==> config.mk <==
export PLATFORM = sky130hd
export DESIGN_NAME = sdr_datapath
export DESIGN_NICKNAME = d
export VERILOG_FILES = /design/src/rtl/sdr_pkg.sv /design/src/rtl/sdr_txbuf.sv /design/src/rtl/sdr_shifter.sv /design/src/rtl/sdr_rxbuf.sv /design/src/rtl/sdr_datapath.sv
export SDC_FILE = /design/constraint.sdc
export NUM_CORES = 1
export LEC_CHECK = 0
export ABC_AREA = 1
export BUFFER_PORTS_ARGS = -buffer_cell sky130_fd_sc_hd__buf_2
export CAP_MARGIN = 30
export CORE_UTILIZATION = 45
export CTS_CLUSTER_SIZE = 40
export DETAILED_ROUTE_END_ITERATION = 16
export PLACE_DENSITY_LB_ADDON = 0.1
export SLEW_MARGIN = 20
export SYNTH_ARGS = -nofsm -noshare
export SYNTH_HDL_FRONTEND = slang
export SYNTH_SLANG_ARGS = --single-unit
==> constraint.sdc <==
create_clock -name clk -period 3.76 [get_ports clk]
set_clock_uncertainty 0.2 [all_clocks]
set_input_delay 0.188 -clock clk [delete_from_list [all_inputs] [get_ports clk]]
set_output_delay 0.188 -clock clk [all_outputs]
set_load 0.01 [all_outputs]
==> src/rtl/sdr_pkg.sv <==
package sdr_pkg;

    localparam int unsigned SDR_DATA_W = 8;

    typedef enum logic {
        MODE_SLAVE  = 1'b0,
        MODE_MASTER = 1'b1
    } sdr_mode_e;

endpackage

==> src/rtl/sdr_txbuf.sv <==
module sdr_txbuf #(
    parameter int DATA_W = sdr_pkg::SDR_DATA_W
) (
    input  logic              clk,
    input  logic              rst_n,
    input  logic              wr_en_i,
    input  logic [DATA_W-1:0] wr_data_i,
    input  logic              take_i,
    output logic [DATA_W-1:0] data_o,
    output logic              empty_o
);

    typedef struct packed {
        logic [DATA_W-1:0] data;
        logic              empty;
    } tx_state_t;

    tx_state_t st_d, st_q;

    always_comb begin
        st_d = st_q;
        if (take_i) begin
            st_d.empty = 1'b1;
        end
        // A write lands only in an empty holding register
        if (wr_en_i && st_q.empty) begin
            st_d.data  = wr_data_i;
            st_d.empty = 1'b0;
        end
    end

    always_ff @(posedge clk or negedge rst_n) begin
        if (!rst_n) begin
            st_q <= '{data: '0, empty: 1'b1};
        end else begin
            st_q <= st_d;
        end
    end

    assign data_o  = st_q.data;
    assign empty_o = st_q.empty;

    // accepted write fills the holding register
    a_r2_clear_on_write: assert property (@(posedge clk) disable iff (!rst_n)
        wr_en_i && st_q.empty |=> !st_q.empty);

    // a full holding register keeps its byte until the shifter takes it
    a_r3_hold_when_full: assert property (@(posedge clk) disable iff (!rst_n)
        !st_q.empty && !take_i |=> !st_q.empty && $stable(st_q.data));

endmodule

==> src/rtl/sdr_shifter.sv <==
module sdr_shifter #(
    parameter int DATA_W = sdr_pkg::SDR_DATA_W,
    parameter int LEN_W  = $clog2(DATA_W),
    parameter int CNT_W  = $clog2(DATA_W + 1)
) (
    input  logic              clk,
    input  logic              rst_n,
    input  logic              master_i,
    input  logic [LEN_W-1:0]  char_len_i,
    input  logic              tx_full_i,
    input  logic [DATA_W-1:0] tx_data_i,
    output logic              take_o,
    input  logic              sample_stb_i,
    input  logic              shift_stb_i,
    input  logic              ser_in_i,
    output logic              ser_out_o,
    output logic              active_o,
    output logic              done_o,
    output logic [CNT_W-1:0]  len_o,
    output logic              cap_o,
    output logic [DATA_W-1:0] cap_word_o
);
    import sdr_pkg::*;

    typedef struct packed {
        logic [DATA_W-1:0] sr;
        logic              samp;
        logic [CNT_W-1:0]  cnt;
        logic [CNT_W-1:0]  len;
        logic              active;
        logic              done;
    } sh_state_t;

    sh_state_t st_d, st_q;

    logic [CNT_W-1:0]  len_req;
    logic [CNT_W-1:0]  len_use;
    logic              run;
    logic              take;
    logic              last_bit;
    logic [DATA_W-1:0] shifted;
    logic [DATA_W-1:0] keep_mask;

    function automatic logic [DATA_W-1:0] low_ones(input logic [CNT_W-1:0] n);
        logic [DATA_W-1:0] m;
        m = '0;
        for (int i = 0; i < DATA_W; i++) begin
            if (i < int'(n)) begin
                m[i] = 1'b1;
            end
        end
        return m;
    endfunction

    always_comb begin
        len_req   = (char_len_i == '0) ? CNT_W'(DATA_W) : CNT_W'(char_len_i);
        len_use   = st_q.active ? st_q.len : len_req;
        run       = st_q.active || (sdr_mode_e'(master_i) == MODE_SLAVE);
        take      = tx_full_i && !st_q.active && !shift_stb_i;
        shifted   = {st_q.sr[DATA_W-2:0], st_q.samp};
        keep_mask = low_ones(len_use);
        last_bit  = (st_q.cnt + CNT_W'(1)) == len_use;

        st_d      = st_q;
        st_d.done = 1'b0;
        if (!st_q.active) begin
            st_d.len = len_req;
        end
        if (sample_stb_i && run) begin
            st_d.samp = ser_in_i;
        end
        if (take) begin
            st_d.sr     = tx_data_i;
            st_d.cnt    = '0;
            st_d.active = (sdr_mode_e'(master_i) == MODE_MASTER);
        end else if (shift_stb_i && run) begin
            st_d.sr = shifted;
            if (last_bit) begin
                st_d.cnt    = '0;
                st_d.active = 1'b0;
                st_d.done   = 1'b1;
            end else begin
                st_d.cnt    = st_q.cnt + CNT_W'(1);
                st_d.active = 1'b1;
            end
        end
    end

    always_ff @(posedge clk or negedge rst_n) begin
        if (!rst_n) begin
            st_q <= '{sr: '0, samp: 1'b0, cnt: '0, len: CNT_W'(DATA_W),
                      active: 1'b0, done: 1'b0};
        end else begin
            st_q <= st_d;
        end
    end

    assign take_o     = take;
    assign ser_out_o  = st_q.sr[DATA_W-1];
    assign active_o   = st_q.active;
    assign done_o     = st_q.done;
    assign len_o      = st_q.len;
    assign cap_o      = st_d.done;
    assign cap_word_o = shifted & keep_mask;

    // in master mode a take starts the character
    a_r4_master_start: assert property (@(posedge clk) disable iff (!rst_n)
        take && master_i |=> st_q.active);

    // in slave mode a take only preloads
    a_r8_slave_preload: assert property (@(posedge clk) disable iff (!rst_n)
        take && !master_i |=> !st_q.active);

    // idle master ignores strobes
    a_r9_idle_master: assert property (@(posedge clk) disable iff (!rst_n)
        master_i && !st_q.active && !take |=> $stable(st_q.sr) && !st_q.active);

    // completion is a single-cycle pulse
    a_r7_done_pulse: assert property (@(posedge clk) disable iff (!rst_n)
        st_q.done |=> !st_q.done);

    // length stays fixed while a character runs
    a_r6_len_held: assert property (@(posedge clk) disable iff (!rst_n)
        st_q.active |=> $stable(st_q.len));

endmodule

==> src/rtl/sdr_rxbuf.sv <==
module sdr_rxbuf #(
    parameter int DATA_W = sdr_pkg::SDR_DATA_W
) (
    input  logic              clk,
    input  logic              rst_n,
    input  logic              upd_i,
    input  logic [DATA_W-1:0] word_i,
    output logic [DATA_W-1:0] data_o
);

    typedef struct packed {
        logic [DATA_W-1:0] data;
    } rx_state_t;

    rx_state_t st_d, st_q;

    always_comb begin
        st_d = st_q;
        if (upd_i) begin
            st_d.data = word_i;
        end
    end

    always_ff @(posedge clk or negedge rst_n) begin
        if (!rst_n) begin
            st_q <= '{data: '0};
        end else begin
            st_q <= st_d;
        end
    end

    assign data_o = st_q.data;

    // receive register changes only at character completion
    a_r7_rx_hold: assert property (@(posedge clk) disable iff (!rst_n)
        !upd_i |=> $stable(st_q.data));

endmodule

==> src/rtl/sdr_datapath.sv <==
module sdr_datapath #(
    parameter int DATA_W = sdr_pkg::SDR_DATA_W,
    parameter int LEN_W  = $clog2(DATA_W)
) (
    input  logic              clk,
    input  logic              rst_n,
    input  logic              master_mode,
    input  logic [LEN_W-1:0]  char_len,
    input  logic              wr_en,
    input  logic [DATA_W-1:0] wr_data,
    output logic [DATA_W-1:0] rd_data,
    output logic              tx_empty,
    input  logic              sample_stb,
    input  logic              shift_stb,
    input  logic              ser_in,
    output logic              ser_out,
    output logic              xfer_busy,
    output logic              xfer_done
);

    localparam int CNT_W = $clog2(DATA_W + 1);

    logic [DATA_W-1:0] tx_data;
    logic              take;
    logic              cap;
    logic [DATA_W-1:0] cap_word;
    logic [CNT_W-1:0]  cur_len;
    logic [DATA_W-1:0] upper_mask;

    sdr_txbuf #(.DATA_W(DATA_W)) i_txbuf (
        .clk       (clk),
        .rst_n     (rst_n),
        .wr_en_i   (wr_en),
        .wr_data_i (wr_data),
        .take_i    (take),
        .data_o    (tx_data),
        .empty_o   (tx_empty)
    );

    sdr_shifter #(.DATA_W(DATA_W), .LEN_W(LEN_W), .CNT_W(CNT_W)) i_shifter (
        .clk          (clk),
        .rst_n        (rst_n),
        .master_i     (master_mode),
        .char_len_i   (char_len),
        .tx_full_i    (!tx_empty),
        .tx_data_i    (tx_data),
        .take_o       (take),
        .sample_stb_i (sample_stb),
        .shift_stb_i  (shift_stb),
        .ser_in_i     (ser_in),
        .ser_out_o    (ser_out),
        .active_o     (xfer_busy),
        .done_o       (xfer_done),
        .len_o        (cur_len),
        .cap_o        (cap),
        .cap_word_o   (cap_word)
    );

    sdr_rxbuf #(.DATA_W(DATA_W)) i_rxbuf (
        .clk    (clk),
        .rst_n  (rst_n),
        .upd_i  (cap),
        .word_i (cap_word),
        .data_o (rd_data)
    );

    always_comb begin
        upper_mask = '0;
        for (int i = 0; i < DATA_W; i++) begin
            if (i >= int'(cur_len)) begin
                upper_mask[i] = 1'b1;
            end
        end
    end

    // received character is right justified with zero fill
    a_r7_upper_zero: assert property (@(posedge clk) disable iff (!rst_n)
        xfer_done |-> (rd_data & upper_mask) == '0);

    // a take refills the empty flag
    a_r4_empty_after_take: assert property (@(posedge clk) disable iff (!rst_n)
        take |=> tx_empty);

endmodule

* Word level (Yosys, flattened, before mapping)
Index checks and enable logic that the tools add are counted.
Storage, ports and cells: register bits 36, input port bits 18, output and inout bits 12, word-level logic and storage cells 55
Cells by class: add/subtract/negate cells 1, magnitude comparators 8, equality and inequality tests 1, muxes and demuxes 22, bitwise logic cells 2, reduce and logical (&&, ||, !) cells 12
Operator list (count):
- 4-bit two-way mux | 5
- 3-bit by 4-bit < comparator with 1-bit output, first input constant | 4
- 8-bit two-way mux | 2
- 1-bit two-way mux | 14
- 8-bit bitwise AND | 1
- 1-bit by 4-bit < comparator with 1-bit output, first input constant | 2
- 2-bit by 4-bit < comparator with 1-bit output, first input constant | 2
- 1-bit logical AND | 5
- 4-bit by 1-bit adder with 4-bit output, second input constant | 1
- 4-bit equality test | 1
- 2-bit nonzero test | 2
- 1-bit zero test | 3
- 3-bit zero test | 1
- 2-bit two-way mux | 1
- 1-bit logical OR | 1
- 1-bit NOT | 1

* Depth between registers and ports, before layout
word-level depth 7, depth in mapped cells 10, gate-level depth less buffers 10

* Cells and area by module
Synthesis repeated with hierarchy kept, for this count alone.
Unflattened totals: cell total of the unflattened synthesis 220, area total of the unflattened synthesis 1759.2 um2
By module, submodules not included:
- sdr_shifter | instances 1, cells each 146, area each 1067.3 um2, seq. area each 476.7 um2
- sdr_txbuf | instances 1, cells each 39, area each 382.9 um2, seq. area each 226.5 um2
- sdr_rxbuf | instances 1, cells each 34, area each 305.3 um2, seq. area each 200.2 um2
- sdr_datapath | instances 1, cells each 1, area each 3.8 um2, seq. area each 0.0 um2

* Least setup slack after synthesis
Ideal clock, no wire load.
path kind reg2reg, start register i_shifter.st_q[6] (netlist bit), end register i_rxbuf.st_q (netlist bit i_rxbuf.data_o[0]), library setup time 0.065 ns, arrival 1.387 ns, data required time 3.495 ns, setup slack 2.108 ns, cell stages (with the launch flop) 11, path buffers 0, clock period less this slack 1.652 ns, cell sequence dfrtp_1 > ha_1 > inv_1 > nand2_1 > nand2_1 > nand2_1 > nand2_4 > nand3_2 > nor2_4 > nand3_1 > nand2_1
Between the ends: longest elaborated chain between the ends 5
RTL lines:
- start: declaration | line sdr_shifter.sv:34 | sh_state_t st_d, st_q;
- start signal: assignment | line sdr_shifter.sv:91 | st_q <= '{sr: '0, samp: 1'b0, cnt: '0, len: CNT_W'(DATA_W),
- start signal: assignment | line sdr_shifter.sv:94 | st_q <= st_d;
- 4-bit by 1-bit adder with 4-bit output | line sdr_shifter.sv:62 | last_bit = (st_q.cnt + CNT_W'(1)) == len_use;
- 4-bit equality test | line sdr_shifter.sv:62
- 1-bit two-way mux | line sdr_shifter.sv:78 | if (last_bit) begin
- 2-bit two-way mux | line sdr_shifter.sv:76 | end else if (shift_stb_i && run) begin
- 1-bit two-way mux | line sdr_shifter.sv:72 | if (take) begin
- end signal: assignment | line sdr_rxbuf.sv:26 | st_q <= '{data: '0};
- end signal: assignment | line sdr_rxbuf.sv:28 | st_q <= st_d;
- end: declaration | line sdr_rxbuf.sv:15 | rx_state_t st_d, st_q;
Every way passes these cells. The select of a mux whose other input is x is not followed. A chain may end at the register's enable or synchronous reset.

* Worst setup path in the final report
start register i_shifter.st_q (netlist bit i_shifter.active_o), end register i_shifter.st_q (netlist bit i_shifter.active_o)
Between the ends: longest elaborated chain between the ends 5, elaborated cells between the ends (all ways) 11, those cells by class eq/ne: 1; mux: 4; reduce/logical: 6
RTL lines:
- 4-bit two-way mux | line sdr_shifter.sv:57 | len_use = st_q.active ? st_q.len : len_req;
- net i_shifter.len_use[0] | line sdr_shifter.sv:37 | logic [CNT_W-1:0] len_use;
- 4-bit equality test | line sdr_shifter.sv:62
- 1-bit two-way mux | line sdr_shifter.sv:78
- 2-bit two-way mux | line sdr_shifter.sv:76
- 1-bit two-way mux | line sdr_shifter.sv:72
The timed path passes the listed nets, and every way through them passes these cells. The select of a mux whose other input is x is not followed.

==> flow_summary.json <==
{
  "syn_nets": 242,
  "peakVddDrop_mv": 0.395,
  "n_fill_cell": 365,
  "antenna_found_initial": 0,
  "wl_per_cell_um": 12.0,
  "gp_congestion": 0.800,
  "yosysTopAreaCellShare": 0.461,
  "hold_depth": 4,
  "ios": 30,
  "synthArstFlopShare": 1.00,
  "cts_tree": "built",
  "mappedNetlistArea_mm2": 0.00185,
  "portBuffers": 29,
  "fp-row-count": 22,
  "hp-class": "input port to flip-flop",
  "synthFlopType": "dfrtp_1",
  "vias": 1552,
  "critPathKind": "flip-flop to flip-flop",
  "hpwl_um": 2770,
  "clock_sinks": 36,
  "antennaDiodeCount": 0,
  "startpoint_type": "flip-flop",
  "r2r_slack_ps": 1340,
  "cts_buffer_depth": 2,
  "grt_overflow": 0,
  "reg2reg_depth": 10,
  "period_share": 0.644,
  "syn_inst": 223,
  "finalHoldViolCount": 0,
  "dieArea_mm2": 0.00436,
  "slew_violations": 0,
  "yosysTopAreaCell": "dfrtp_1",
  "clock.fmax_mhz": 413,
  "viasPerCell": 4.85,
  "path_max_fanout": 14,
  "clk_latency_ps": 290,
  "synth.avg_cell_area_um2": 8.28,
  "yosys_warnings": 0,
  "whs_endpoint": "i_shifter.len_o[3]",
  "synth.most_common_cell": "nand2_1",
  "drt_iter0_markers": 46,
  "cts_buffers": 5,
  "die_h_um": 66.0,
  "grt_start_max_net_pins": 37,
  "period_needed_ps": 2420,
  "layout_setup_ws_ps": 1340,
  "worst_hold_slack_ps": 9.59,
  "grt_pass1_vias": 1523,
  "setup_viol": 0,
  "r2r-start": "i_shifter.active_o",
  "drive_gt1_frac": 0.239,
  "crit_arrival_ps": 2400,
  "worst_setup_path_end_kind": "flip-flop",
  "area_delta_synth_final_pct": 23.9,
  "post-place-ws_ps": 1840,
  "drc_errors": 0,
  "ys_top_cells_by_count": "74 x nand2_1, 34 x dfrtp_1, 27 x inv_1, 15 x nand3_1",
  "fin_nets": 290,
  "die_x_um": 66.0,
  "wirelength_um": 3840,
  "tns_ps": 0,
  "synth-edff-count": 0,
  "worst_pin_slew_ps": 768,
  "required_ps": 3730,
  "slew_headroom": 0.488,
  "grtUsageTotal": 0.209,
  "final_antenna_net_count": 0,
  "rsz0062_at_grt": "false",
  "yosysSeqAreaShare": 0.489,
  "powerDensity_mw_per_mm2": 742,
  "utilization": 0.602,
  "ys_ff_latch": 36,
  "max-cap-violations": 0,
  "core-area_mm2": 0.00380,
  "cts_root_buffer": "clkbuf_8",
  "status": "finished clean",
  "cts.reportedPaths.clkPinSlew_ps": 70,
  "dr.pass1.iters": 4,
  "hold_start": "char_len[1]",
  "leakagePower_nw": 1.22,
  "htreeDepth": 2,
  "postCtsSetupBuffers": 0,
  "initial_core_util": 0.486,
  "synthTopCellsByArea": "dfrtp_1 46%, nand2_1 15%, inv_1 5.5%",
  "grt_first_pass_wirelength_um": 6690,
  "regToRegEndpoint": "i_shifter.active_o",
  "synth.distinct_cells": 23
}
## routing by layer
layer | share of wire | track usage
met5 | 0 | 0
met3 | 0.027 | 0.0466
met1 | 0.47 | 0.244
met4 | 0.013 | 0.0798
met2 | 0.49 | 0.370
## repair_timing
item | CTS | global route
hold endpoints to repair | 46 | 0
hold buffers | 15 | 0
endpoints found under the setup margin | 0 | 0
gates resized for setup | 0 | 0
## cell type report
class | count | area (µm²) | share of cell area
multi-input combinational | 154 | 808 | 0.353
clock inverter | 2 | 35.0 | 0.0153
inverter | 30 | 113 | 0.0492
tap | 48 | 60.1 | 0.0263
timing repair buffer | 44 | 295 | 0.129
sequential | 36 | 903 | 0.395
clock buffer | 6 | 72.6 | 0.0317
## sequential cells by signal (all words and copies together) (netlist names)
| signal | count |
|---|---|
| i_rxbuf.data_o | 8 |
| i_shifter.active_o | 1 |
| i_shifter.done_o | 1 |
| i_shifter.len_o | 4 |
| i_shifter.ser_out_o | 1 |
| i_shifter.shifted | 8 |
| i_shifter.st_q | 4 |
| i_txbuf.data_o | 8 |
| i_txbuf.empty_o | 1 |
## cells in the final DEF (no fill, tap or decap), types with 3 or more instances in the layout
cell and instances:
inv_1 27, nand2_2 7, a21oi_1 7, dfrtp_1 34, o21ai_0 13, mux2_2 8, nand3_2 3, buf_2 29
nand2_1 74, dlygate4sd3_1 15, clkbuf_8 5, inv_2 3, nor2_1 13, nand3_1 15
## power breakdown
| group | internal (mW) | switching, mW |
|---|---|---|
| clock network | 0.197 | 0.136 |
| logic | 0.272 | 0.430 |
| registers | 0.552 | 0.111 |
## worst max-delay path, stage by stage, from the launching register on
cell and delay [ps]:
dfrtp_1 680, inv_2 140, nand2_1 120, nand2_2 70, nand2_1 50, nand2_1 80, nor2_4 130, nand3_2 140
nand2_1 100, o21ai_1 60, dlygate4sd3_1 550
## how the worst max path moves through the flow
stage,start,to,slack (ps)
floorplan,i_shifter.st_q[6],i_rxbuf.data_o[0],2110
global placement,i_shifter.active_o,i_rxbuf.data_o[1],1860
detailed placement,i_shifter.active_o,i_rxbuf.data_o[2],1840
CTS,i_shifter.active_o,i_shifter.active_o,1320
global route,i_shifter.active_o,i_shifter.active_o,1180
finish,i_shifter.active_o,i_shifter.active_o,1340
## kinds of logic (layout without fill, tap and decap cells)
family | after synthesis | in the layout | share of synthesized area
and+or+nand+nor | 119 | 119 | 0.300
DFF | 36 | 36 | 0.489
buffers and inverters | 33 | 82 | 0.0725
AOI/OAI and AO/OA | 26 | 26 | 0.0820
muxes | 8 | 8 | 0.0488
adders and majority gates | 1 | 1 | 0.00678
## metrics by stage
stage                     std cells  total power, mW  cell area, µm²
after floorplan                 223             1.17            1850
after global placement          297             1.34            2030
after detailed placement        297             1.36            2030
after CTS                       320             1.71            2290
after global routing            320             1.84            2290
final                           320             1.70            2290
(Power assumes the default switching activity.)
